**config.mk**
```make
export PLATFORM = sky130hd
export DESIGN_NAME = lvds30_serializer
export DESIGN_NICKNAME = d
export VERILOG_FILES = /design/src/rtl/lvds30_pkg.sv /design/src/rtl/lvds30_slot_counter.sv /design/src/rtl/lvds30_pixel_mapper.sv /design/src/rtl/lvds30_lane_driver.sv /design/src/rtl/lvds30_serializer.sv
export SDC_FILE = /design/constraint.sdc
export NUM_CORES = 1
export LEC_CHECK = 0
export BUFFER_PORTS_ARGS = -buffer_cell sky130_fd_sc_hd__buf_2
export CORE_ASPECT_RATIO = 2
export CORE_MARGIN = 2
export CORE_UTILIZATION = 50
export CTS_CLUSTER_DIAMETER = 100
export DETAILED_ROUTE_END_ITERATION = 7
export GPL_TIMING_DRIVEN = 0
export PLACE_DENSITY = 0.81
export RECOVER_POWER = 100
export SYNTH_ARGS = -nofsm -noshare
export SYNTH_HDL_FRONTEND = slang
export SYNTH_SLANG_ARGS = --single-unit
```
**constraint.sdc**
```tcl
create_clock -name clk -period 2.6 [get_ports clk]
set_input_delay 0.26 -clock clk [delete_from_list [all_inputs] [get_ports clk]]
set_output_delay 0.26 -clock clk [all_outputs]
set_load 0.05 [all_outputs]
```
**src/rtl/lvds30_pkg.sv**
```systemverilog
package lvds30_pkg;
  localparam int COLOR_W = 10;
  localparam int CTL_W   = 4;
  localparam int LANES   = 5;
  localparam int SLOTS   = 7;
  localparam int SLOT_W  = $clog2(SLOTS);

  // bit offsets of each layout
  localparam int HI_FIRST_BASE   = 4;
  localparam int LO_FIRST_BASE   = 0;
  localparam int HI_FIRST_PAIR3  = 2;
  localparam int HI_FIRST_PAIR4  = 0;
  localparam int LO_FIRST_PAIR3  = 6;
  localparam int LO_FIRST_PAIR4  = 8;

  typedef enum logic {
    MAP_LO_FIRST = 1'b0,
    MAP_HI_FIRST = 1'b1
  } map_mode_e;

  typedef struct packed {
    logic [COLOR_W-1:0] red;
    logic [COLOR_W-1:0] green;
    logic [COLOR_W-1:0] blue;
    logic [CTL_W-1:0]   ctl;   // [0] hsync, [1] vsync, [2] de, [3] aux
  } pixel_t;

  typedef logic [SLOTS-1:0] lane_word_t; // bit s = slot s

  // clock lane: high at both ends of the pixel, low in slots 2..4
  function automatic logic clk_slot(input logic [SLOT_W-1:0] s);
    return (s < SLOT_W'(2)) || (s > SLOT_W'(4));
  endfunction

  // slot contents of one lane for one pixel
  function automatic lane_word_t map_lane(input map_mode_e m, input int lane,
                                          input pixel_t p);
    lane_word_t w;
    int k;
    int pb;
    w = '0;
    k = (m == MAP_HI_FIRST) ? HI_FIRST_BASE : LO_FIRST_BASE;
    case (lane)
      0: begin
        w[0] = p.green[k];
        for (int s = 1; s < SLOTS; s++) w[s] = p.red[k + 6 - s];
      end
      1: begin
        w[0] = p.blue[k + 1];
        w[1] = p.blue[k];
        for (int s = 2; s < SLOTS; s++) w[s] = p.green[k + 7 - s];
      end
      2: begin
        w[0] = p.ctl[2];
        w[1] = p.ctl[1];
        w[2] = p.ctl[0];
        for (int s = 3; s < SLOTS; s++) w[s] = p.blue[k + 8 - s];
      end
      default: begin
        if (lane == 3) pb = (m == MAP_HI_FIRST) ? HI_FIRST_PAIR3 : LO_FIRST_PAIR3;
        else           pb = (m == MAP_HI_FIRST) ? HI_FIRST_PAIR4 : LO_FIRST_PAIR4;
        w[0] = p.ctl[3];
        w[1] = p.blue[pb + 1];
        w[2] = p.blue[pb];
        w[3] = p.green[pb + 1];
        w[4] = p.green[pb];
        w[5] = p.red[pb + 1];
        w[6] = p.red[pb];
      end
    endcase
    return w;
  endfunction
endpackage

```
**src/rtl/lvds30_slot_counter.sv**
```systemverilog
module lvds30_slot_counter #(
  parameter int SLOTS = 7,
  localparam int SLOT_W = $clog2(SLOTS)
) (
  input  logic              clk,
  input  logic              rst_n,
  input  logic              slot_en,
  output logic [SLOT_W-1:0] slot_q,
  output logic [SLOT_W-1:0] slot_next,
  output logic              wrap
);
  localparam logic [SLOT_W-1:0] LAST = SLOT_W'(SLOTS - 1);

  logic at_last;
  assign at_last   = (slot_q == LAST);
  assign wrap      = slot_en && at_last;
  assign slot_next = at_last ? '0 : slot_q + SLOT_W'(1);

  always_ff @(posedge clk or negedge rst_n) begin
    if (!rst_n)       slot_q <= '0;
    else if (slot_en) slot_q <= slot_next;
  end

  assert_slot_range_R2: assert property (@(posedge clk) disable iff (!rst_n)
    slot_q <= LAST);
  assert_wrap_zero_R2: assert property (@(posedge clk) disable iff (!rst_n)
    (slot_en && slot_q == LAST) |=> slot_q == '0);
  assert_slot_hold_R2: assert property (@(posedge clk) disable iff (!rst_n)
    !slot_en |=> $stable(slot_q));
endmodule

```
**src/rtl/lvds30_pixel_mapper.sv**
```systemverilog
module lvds30_pixel_mapper
  import lvds30_pkg::*;
#(
  parameter int LANES = 5,
  parameter int SLOTS = 7
) (
  input  lvds30_pkg::pixel_t              pix,
  input  logic                            pix_valid,
  input  lvds30_pkg::map_mode_e           mode,
  output logic [LANES-1:0][SLOTS-1:0]     words
);
  for (genvar g = 0; g < LANES; g++) begin : g_lane
    lane_word_t w;
    assign w        = map_lane(mode, g, pix);
    assign words[g] = pix_valid ? SLOTS'(w) : '0;
  end
endmodule

```
**src/rtl/lvds30_lane_driver.sv**
```systemverilog
module lvds30_lane_driver
  import lvds30_pkg::*;
#(
  parameter int LANES = 5,
  parameter int SLOTS = 7,
  localparam int SLOT_W = $clog2(SLOTS)
) (
  input  logic                        clk,
  input  logic                        rst_n,
  input  logic                        slot_en,
  input  logic                        wrap,
  input  logic [SLOT_W-1:0]           slot_next,
  input  logic [LANES-1:0][SLOTS-1:0] new_words,
  output logic [LANES-1:0]            lane_q,
  output logic                        clk_q
);
  logic [LANES-1:0][SLOTS-1:0] frame_q;
  logic [LANES-1:0][SLOTS-1:0] src;
  logic [LANES-1:0]            slot_bits;

  assign src = wrap ? new_words : frame_q;

  for (genvar g = 0; g < LANES; g++) begin : g_pick
    assign slot_bits[g] = src[g][slot_next];
  end

  always_ff @(posedge clk or negedge rst_n) begin
    if (!rst_n) begin
      frame_q <= '0;
      lane_q  <= '0;
      clk_q   <= 1'b0;
    end else if (slot_en) begin
      if (wrap) frame_q <= new_words;
      lane_q <= slot_bits;
      clk_q  <= clk_slot(slot_next);
    end
  end

  assert_frame_hold_R8: assert property (@(posedge clk) disable iff (!rst_n)
    !wrap |=> $stable(frame_q));
  assert_lane_hold_R2: assert property (@(posedge clk) disable iff (!rst_n)
    !slot_en |=> ($stable(lane_q) && $stable(clk_q)));
endmodule

```
**src/rtl/lvds30_serializer.sv**
```systemverilog
module lvds30_serializer
  import lvds30_pkg::*;
(
  input  logic                       clk,
  input  logic                       rst_n,
  input  logic                       slot_en,
  input  logic                       map_sel,
  input  logic [COLOR_W-1:0]         pix_red,
  input  logic [COLOR_W-1:0]         pix_green,
  input  logic [COLOR_W-1:0]         pix_blue,
  input  logic                       pix_hsync,
  input  logic                       pix_vsync,
  input  logic                       pix_de,
  input  logic                       pix_aux,
  input  logic                       pix_valid,
  output logic                       pix_ready,
  output logic [LANES-1:0]           lane_data,
  output logic                       lane_clk
);
  localparam logic [SLOT_W-1:0] LAST = SLOT_W'(SLOTS - 1);

  logic [SLOT_W-1:0]           slot_q;
  logic [SLOT_W-1:0]           slot_next;
  logic                        wrap;
  pixel_t                      pix;
  logic [LANES-1:0][SLOTS-1:0] words;

  assign pix.red   = pix_red;
  assign pix.green = pix_green;
  assign pix.blue  = pix_blue;
  assign pix.ctl   = {pix_aux, pix_de, pix_vsync, pix_hsync};
  assign pix_ready = wrap;

  lvds30_slot_counter #(.SLOTS(SLOTS)) u_count (
    .clk(clk), .rst_n(rst_n), .slot_en(slot_en),
    .slot_q(slot_q), .slot_next(slot_next), .wrap(wrap)
  );

  lvds30_pixel_mapper #(.LANES(LANES), .SLOTS(SLOTS)) u_map (
    .pix(pix), .pix_valid(pix_valid), .mode(map_mode_e'(map_sel)),
    .words(words)
  );

  lvds30_lane_driver #(.LANES(LANES), .SLOTS(SLOTS)) u_drive (
    .clk(clk), .rst_n(rst_n), .slot_en(slot_en), .wrap(wrap),
    .slot_next(slot_next), .new_words(words),
    .lane_q(lane_data), .clk_q(lane_clk)
  );

  assert_ready_boundary_R3: assert property (@(posedge clk) disable iff (!rst_n)
    pix_ready |-> (slot_en && slot_q == LAST));
  assert_clk_low_mid_R4: assert property (@(posedge clk) disable iff (!rst_n)
    (slot_en && slot_next >= SLOT_W'(2) && slot_next <= SLOT_W'(4)) |=> !lane_clk);
  assert_clk_high_end_R4: assert property (@(posedge clk) disable iff (!rst_n)
    (slot_en && (slot_next < SLOT_W'(2) || slot_next > SLOT_W'(4))) |=> lane_clk);
  assert_ctl3_dup_R7: assert property (@(posedge clk) disable iff (!rst_n)
    (slot_en && wrap) |=> (lane_data[3] == lane_data[4]));
  assert_blank_R9: assert property (@(posedge clk) disable iff (!rst_n)
    (wrap && !pix_valid) |=> (lane_data == '0));
endmodule

```
Word-level counts from Yosys, hierarchy flattened
Cells that the tools add are included.
- equal/unequal tests: 1
- $lt $le $gt $ge: 24
- muxes and demuxes: 110
- $add $sub $neg: 22
- reduce and logical (&&, ||, !) cells: 2
- operators with widths (cell ; number):
    32-bit by 6-bit less-than comparator with 1-bit output (second input constant) ; 20
    32-bit by 4-bit subtractor with 32-bit output (second input constant) ; 9
    32-bit by 3-bit subtractor with 32-bit output (second input constant) ; 5
    1-bit binary-select mux with 4-bit select ; 30
    1-bit 2-to-1 mux ; 65
    32-bit by 2-bit adder with 32-bit output (second input constant) ; 2
    35-bit 2-to-1 mux ; 1
    7-bit 2-to-1 mux ; 5
    32-bit by 4-bit adder with 32-bit output (second input constant) ; 1
    32-bit by 5-bit adder with 32-bit output (second input constant) ; 1
    32-bit by 2-bit subtractor with 32-bit output (second input constant) ; 1
    1-bit binary-select mux with 3-bit select ; 5
    3-bit 2-to-1 mux ; 3
    3-bit by 5-bit less-than comparator with 1-bit output (second input constant) ; 1
    3-bit by 1-bit adder with 4-bit output (second input constant) ; 1
    3-bit by 3-bit adder with 4-bit output (second input constant) ; 1
    3-bit by 4-bit less-than comparator with 1-bit output (second input constant) ; 1
    4-bit 2-to-1 mux ; 1
    3-bit by 1-bit adder with 3-bit output (second input constant) ; 1
    3-bit == test (second input constant) ; 1
    3-bit greater-than comparator (second input constant) ; 1
    3-bit by 2-bit less-than comparator with 1-bit output (second input constant) ; 1
    1-bit logical AND ; 1
    1-bit logical OR ; 1
- output and inout bits: 7
- logic and storage cells: 167
- register bits: 44
- bits of input ports: 39

Logic depth before layout (Yosys ltp)
Gate-level depths: netlist of run 1.
- depth in word-level cells: 10
- gate-level depth with buffers: 7
- depth with buffers taken out: 5

Modules after synthesis
Synthesis of run 1 repeated with hierarchy kept, for this count alone.
- cell total of the unflattened synthesis: 238
- area, all modules: 2851.5 um2
- modules (own cells, without submodules) (module ; sequential area each (um2) ; area an instance (um2) ; times used ; cells an instance):
    lvds30_lane_driver ; 1026.0 ; 2085.8 ; 1 ; 151
    lvds30_pixel_mapper ; 0.0 ; 603.1 ; 1 ; 72
    lvds30_slot_counter ; 75.1 ; 162.7 ; 1 ; 15

Least setup slack after synthesis of run 1
OpenSTA, ideal clock, no wires.
- kind: flip-flop to flip-flop
- start point: register u_count.slot_q[0]
- end point: register u_drive.lane_q[2]
- path slack: 1.069 ns
- clock period less this slack: 1.531 ns
- required time: 2.460 ns
- setup time: 0.140 ns
- path buffers: 0
- cell stages (with the launch flop): 6
- arrival time: 1.391 ns
- cell sequence: dfrtp_1 nand4b_1 inv_2 mux2i_1 a221oi_2 o221ai_1
- word-level cells in the longest chain between the ends: 5
- elaborated cells between the ends (all ways): 7
- those cells by class: 1 x add/sub; 1 x eq/ne; 4 x mux; 1 x reduce/logical
- ends and longest elaborated chain (item ; line ; RTL):
    from (decl) ; lvds30_slot_counter.sv:8 ; output logic [SLOT_W-1:0] slot_q,
    from (signal assigned) ; lvds30_slot_counter.sv:21 ; else if (slot_en) slot_q <= slot_next;
    3-bit == test ; lvds30_slot_counter.sv:15 ; assign at_last = (slot_q == LAST);
    1-bit logical AND ; lvds30_slot_counter.sv:16 ; assign wrap = slot_en && at_last;
    via pix_ready ; lvds30_serializer.sv:16 ; output logic pix_ready,
    35-bit 2-to-1 mux ; n/a ;
    1-bit binary-select mux with 3-bit select ; lvds30_lane_driver.sv:24 ; assign slot_bits[g] = src[g][slot_next];
    1-bit 2-to-1 mux (implied by the code) ; lvds30_lane_driver.sv:24 ;
    to (signal assigned) ; lvds30_lane_driver.sv:34 ; lane_q <= slot_bits;
    to (decl) ; lvds30_lane_driver.sv:14 ; output logic [LANES-1:0] lane_q,
The timed path passes the listed nets, and every way through them passes these cells. The select of a mux whose other input is x is not followed.
A chain may end at the register's enable or synchronous reset.

Final worst setup path of run 1
- start point: register u_count.slot_q[1]
- end point: register u_drive.frame_q[28] (netlist name)
- word-level cells in the longest chain between the ends: 3
- ends and longest elaborated chain (item ; line ; RTL):
    3-bit == test ; lvds30_slot_counter.sv:15 ;
    1-bit logical AND ; lvds30_slot_counter.sv:16 ;
    35-bit 2-to-1 mux ; n/a ;
    to (signal assigned) ; lvds30_lane_driver.sv:33 ; if (wrap) frame_q <= new_words;
    to (decl) ; lvds30_lane_driver.sv:17 ; logic [LANES-1:0][SLOTS-1:0] frame_q;
Every way passes these cells.

==> results of run 1 <==
worst max-delay path, cell delays in order (launching register included):
cell	delay (ns)
dfrtp_1	0.36
buf_4	0.16
nand4b_1	0.13
clkbuf_1	0.42
buf_6	0.21
clkbuf_1	0.42
o21ai_0	0.20
kinds of logic after synthesis:
| kind of cell | share of synthesized area (%) |
|---|---|
| flops | 44.9 |
| simple gates | 16.4 |
| buf+inv | 5.51 |
| compound gates | 19.5 |
| mux | 13.7 |
routing by layer:
metal | GRT usage (%) | wire length (um) | vias to the layer above
met5 | 0 | 0 | -
met4 | 14.4 | 222 | 0
met3 | 3.62 | 300 | 22
met2 | 48.1 | 3590 | 93
met1 | 29.0 | 2450 | 1049
li1 | - | - | 1024
metrics by stage:
step / worst slack (ns) / cell area (sq um) / cells / power [mW]
2_1_floorplan: 1.07 / 2450 / 256 / 2.03
6_report: 0.556 / 2820 / 365 / 2.85
5_1_grt: 0.410 / 2820 / 365 / 3.02
4_1_cts: 0.856 / 2850 / 365 / 2.87
3_3_place_gp: 0.956 / 2750 / 358 / 2.38
3_5_place_dp: 0.943 / 2750 / 358 / 2.40
power by group:
part / internal, mW / total [mW] / switching [mW]
combinational: 0.439 / 1.21 / 0.774
clock: 0.237 / 0.468 / 0.231
sequential: 0.984 / 1.17 / 0.182
registers in the layout (all words and copies together), names as in the netlist:
name / count
u_drive.frame_q: 35
u_count.slot_q: 3
u_drive.lane_q: 5
u_drive.clk_q: 1
placed cells by master (no fill, tap or decap), drive strengths merged, types with 5 or more instances in the layout:
| cell type | count |
|---|---|
| mux2 | 5 |
| a21o | 5 |
| dfrtp | 44 |
| buf | 49 |
| o21ai | 10 |
| nor2 | 5 |
| clkbuf | 24 |
| mux2i | 28 |
| a21oi | 14 |
| nand2 | 45 |
| nand3 | 9 |
| nor2b | 5 |
| inv | 6 |
| o31ai | 21 |
cell type report:
cell class                      count  area (sq um)  share of cell area, %
Inverter                            6          22.5                  0.799
Multi-Input combinational cell    185          1210                   42.9
Timing Repair Buffer               45           216                   7.68
Sequential cell                    44          1100                   39.0
Tap cell                           57          71.3                   2.53
Clock buffer                        7          96.3                   3.42
Buffer                             21           101                   3.59
worst max-delay path by stage:
stage	to	start	slack (ns)
floorplan	u_drive.lane_q[2]	u_count.slot_q[0]	1.07
global placement	u_drive.lane_q[3]	u_count.slot_q[0]	0.96
detailed placement	u_drive.frame_q[11]	u_count.slot_q[1]	0.94
CTS	pix_ready	u_count.slot_q[0]	0.86
global route	u_drive.frame_q[28]	u_count.slot_q[1]	0.41
finish	u_drive.frame_q[28]	u_count.slot_q[1]	0.56
==> metrics, run 1 <==
outcome finished clean; worst r2r path cells 6; r2r setup slk about 0.56 ns; Die Wd 53.5 um; Worst Setup Path Type flop to flop; top-count cell post-synth nand2_1; period utilization roughly 79%; Synth Warn # 0; Synth top cells by count nand2_1 (45), dfrtp_1 (44), mux2i_1 (28); worst-path maximum fanout 10; TritonCTS clock tree yes; top cells by area, synth dfrtp_1 (45%), mux2i_1 (11%), nand2_1 (6.9%), o31ai_1 (6.4%), a21oi_1 (2.9%); initial core utilization 50.9%; top_reg_cell synth dfrtp_1; Die Span Y 103 um; Arr. time, crit path 2.21 ns; clock slew at reported path FFs 0.08 ns; share of cells above drive strength 1 20.1%; vias in the first global route ~2200; Tightest Hold Check Type primary input to async pin; Crit. End Element flop; worst-margin pin slew 0.990 ns; leakage power around 1.4 nW; GRT overflow 0; Post-Synthesis Cells 256; DRT Wirelength around 6.6 mm; Synth top area share between 40% and 50%; Fillers 433; Util after Layout between 50% and 60%; DRT Pass-1 Iters 4; post-route ant nets 0; RSZ-0062 raised after global routing no; origin of the critical flop-to-flop path u_count.slot_q[1]; synthesized area per cell 9.58 sq um; I/O Buffers 45; min cycle time layout ~2.0 ns; Final setup viols 0; die area 0.00552 sq mm; post-cts resize count 0; first-pass GRT wire length about 11 mm; clk sink count 44; fraction of registers with async set/reset 100%; ANT cells 0; Seq cells post-synth 44; via count 2188; Yosys top cell by area dfrtp_1; # Post-CTS Setup Buffers 0; Hold WS between 0.09 and 0.1 ns; worst path required time 2.77 ns; Layout area overhead 14.9%; Hold Fails Final Rpt 0; hold buffers post-CTS 0; htree depth 2; DRC Markers 0; VDD IR max roughly 0.59 mV; Slew Viols, Final 0; max-cap viol count 0; RR Endpoint u_drive.frame_q[28]; Clk Latency, worst-skew pair 0.31 ns; routed vias/inst roughly 6; routability cong. 0.939; Core Box Area around 0.0048 sq mm; Root Driver clkbuf_8; Avg WL per Cell 18.0 um; Yosys cell types 40; Post-Synthesis Cell Area around 0.0025 sq mm; Ports 46; worst-case clock buffer depth 2; Critical Path Start Type flop; row cnt 36; drt initial violations 87; fmax 0.489 GHz; CTS Buf Count 5; GR Util All Layers 26.8%; Setup TNS Final 0 ns; Layout Skew 0.00687 ns; Post-Synthesis Net Count 295; sequential area share after synthesis approximately 45%; Final nets 347; number of synthesized flops with an enable pin 0; Slew headroom 34.0%; DP Wirelength about 5 mm; initial antenna violation count 0; Pwr Density 1010 mW/mm^2; largest net degree at the start of global routing 45
(Power assumes the default switching activity.)
==> run 2: changes to the inputs <==
- ABC_AREA: unset -> 1
- PLACE_DENSITY: 0.81 -> 0.8
- clock period: 2.6 -> 2.06 ns (I/O delays scaled with it)
==> metrics, run 2 <==
Arr. time, crit path between 1.5 and 2 ns; Post-Synthesis Cells just over 400; Yosys cell types 21; via count 2667; hold buffers post-CTS 0; Hold Fails Final Rpt 0; Die Wd 55.6 um; Post-Synthesis Cell Area 0.00266 sq mm; Root Driver clkbuf_8; min cycle time layout 1.89 ns; commonest non-fill, non-tap cells in the layout nand2_1 (169), inv_1 (65), nand3_1 (50); Final setup viols 0; CTS Buf Count 5; largest net degree at the start of global routing 45; Post-Synthesis Net Count 449; Pwr Density 1260 mW/mm^2; clk sink count 44; worst setup margin 0.168 ns; period utilization 91.9%; number of synthesized flops with an enable pin 0; fmax ~0.53 GHz; Synth Warn # 0; ANT cells 0; Setup TNS Final 0 ns; max-cap viol count 0; Die Span Y about 110 um; Design Power about 3.8 mW; drt initial violations around 110; Avg WL per Cell 13.7 um; RSZ-0062 raised after global routing no; top-count cell post-synth nand2_1; Synth top area share around two fifths; worst-margin pin slew 1.10 ns; Tightest Hold Check Type primary input to async pin; Worst Setup Path Type flop to output port; share of cells above drive strength 1 14.2%; Ports 46; outcome finished clean; Slew Viols, Final 0; die area 0.00596 sq mm; routability cong. 0.909; Yosys top cell by area dfrtp_1; DRC Markers 0; Layout Skew 0.00725 ns; sequential area share after synthesis 41.4%; Internal 2.08 mW; worst-path maximum fanout 10; most common cell after layout, fill and taps aside nand2_1; initial antenna violation count 0; post-route ant nets 0; Seq cells post-synth 44; clock slew at reported path FFs 0.08 ns; logic gate share of total power 51.0%; GR Util All Layers 26.1%; worst path required time 1.85 ns; Top reg by flops u_drive.frame_q; routed vias/inst a little over 5; Sw Ratio ~46%; top cells by area, synth dfrtp_1 (41%), nand2_1 (24%), nand3_1 (9.4%), inv_1 (9.0%), o21ai_0 (4.1%); Largest regs u_drive.frame_q (35), u_drive.lane_q (5), u_count.slot_q (3); worst-case clock buffer depth 2; row cnt 37; VDD IR max 0.821 mV; Setup WS pre-CTS between 0.2 and 0.3 ns; Fillers between 500 and 600; TritonCTS clock tree yes; GRT overflow 0; htree depth 2; Final nets 503; I/O Buffers 45; first-pass GRT wire length roughly 12 mm; vias in the first global route 2773; Crit. End Element output port; Clk Latency, worst-skew pair 0.29 ns; Critical Path Start Type flop; DP Wirelength around 5.5 mm; synthesized area per cell 6.49 sq um; leakage power 1.79 nW; sequential share of power 35.6%; DRT Pass-1 Iters 5; Sw Pwr 1.75 mW; Slew headroom 26.4%; Largest register FFs 35; Synth top cells by count nand2_1 (168), inv_1 (64), nand3_1 (50); Core Box Area roughly 0.005 sq mm; initial core utilization 51.8%; Clock power frac 13.4%; fraction of registers with async set/reset 100%; top_reg_cell synth dfrtp_1; Layout area overhead 14.4%; DRT Wirelength 7.15 mm
[run 2: changes by cell type in the layout (fill, tap and decap cells not counted), sizes merged, moves of 8 or more]
cell	change
nand2	+125
inv	+62
nand3	+41
mux2i	-28
o31ai	-21
o21ai	+19
nor2	+8
[run 2: per-stage QoR]
| stage | cells | hold WS [ns] | cell area, sq um | util, % |
|---|---|---|---|---|
| final | 522 | 0.104 | 3040 | 59.2 |
| after global routing | 522 | 0.189 | 3040 | 59.2 |
| after CTS | 520 | 0.102 | 3040 | 59.2 |
| after detailed placement | 513 | 0.418 | 2960 | 57.6 |
| after global placement | 513 | 0.407 | 2960 | 57.6 |
| after floorplan | 410 | -0.0896 | 2660 | - |
[run 2: routing by layer]
| metal | track usage (%) | vias to the layer above | routed length (um) |
|---|---|---|---|
| li1 | - | 1346 | - |
| met1 | 26.5 | 1230 | 2700 |
| met2 | 51.2 | 73 | 3960 |
| met3 | 3.14 | 18 | 200 |
| met4 | 12.0 | 0 | 292 |
| met5 | 0 | - | 0 |
[run 2: area by class of cell]
class / count / area [sq um] / share of cell area (%)
tap: 58 / 72.6 / 2.38
clock buffer: 6 / 72.6 / 2.38
clock inverter: 1 / 5.00 / 0.164
timing repair buffer: 47 / 235 / 7.73
sequential: 44 / 1100 / 36.2
buffer: 18 / 104 / 3.41
multi-input combinational: 279 / 1190 / 39.3
inverter: 69 / 259 / 8.51
[run 2: power by group through the flow]
stage               Sequential [mW]  Clock, mW  Combinational (mW)
floorplan                      1.54          0                1.27
global placement               1.37          0                1.93
detailed placement             1.38          0                1.96
CTS                            1.37      0.518                1.97
global route                   1.41      0.555                2.23
finish                         1.36      0.515                1.95
[run 2: what timing repair did]
| action | in CTS | in global routing |
|---|---|---|
| endpoints found under the setup margin | 1 | 1 |
| hold endpoints to repair | 0 | 0 |
| resized for setup | 2 | 0 |
| pin swaps | 0 | 1 |
| setup buffers | 0 | 2 |
[run 2: final timing paths]
kind                                          start                   to  slack [ns]  depth (start not counted)
worst max-delay path              u_count.slot_q[0]            pix_ready        0.17                          6
worst min-delay path                          rst_n    u_drive.lane_q[0]        0.10                          1
worst max register to register    u_count.slot_q[2]    u_drive.lane_q[3]        0.30                         10
worst min register to register  u_drive.frame_q[15]  u_drive.frame_q[15]        0.48                          2
max in group asynchronous                     rst_n  u_drive.frame_q[29]        1.28                          1
min in group clk                            slot_en    u_count.slot_q[1]        0.17                          2
[run 2: worst max-delay path, stage by stage, from the launching register on]
cell and delay, ns:
dfrtp_1 0.42, inv_2 0.11, nand2_1 0.10, nor2_4 0.14
buf_4 0.18, buf_2 0.21, buf_4 0.22
[run 2: kinds of logic after synthesis]
group / synth area share, %
compound gates: 7.80
buf+inv: 13.6
flops: 41.4
simple gates: 37.2
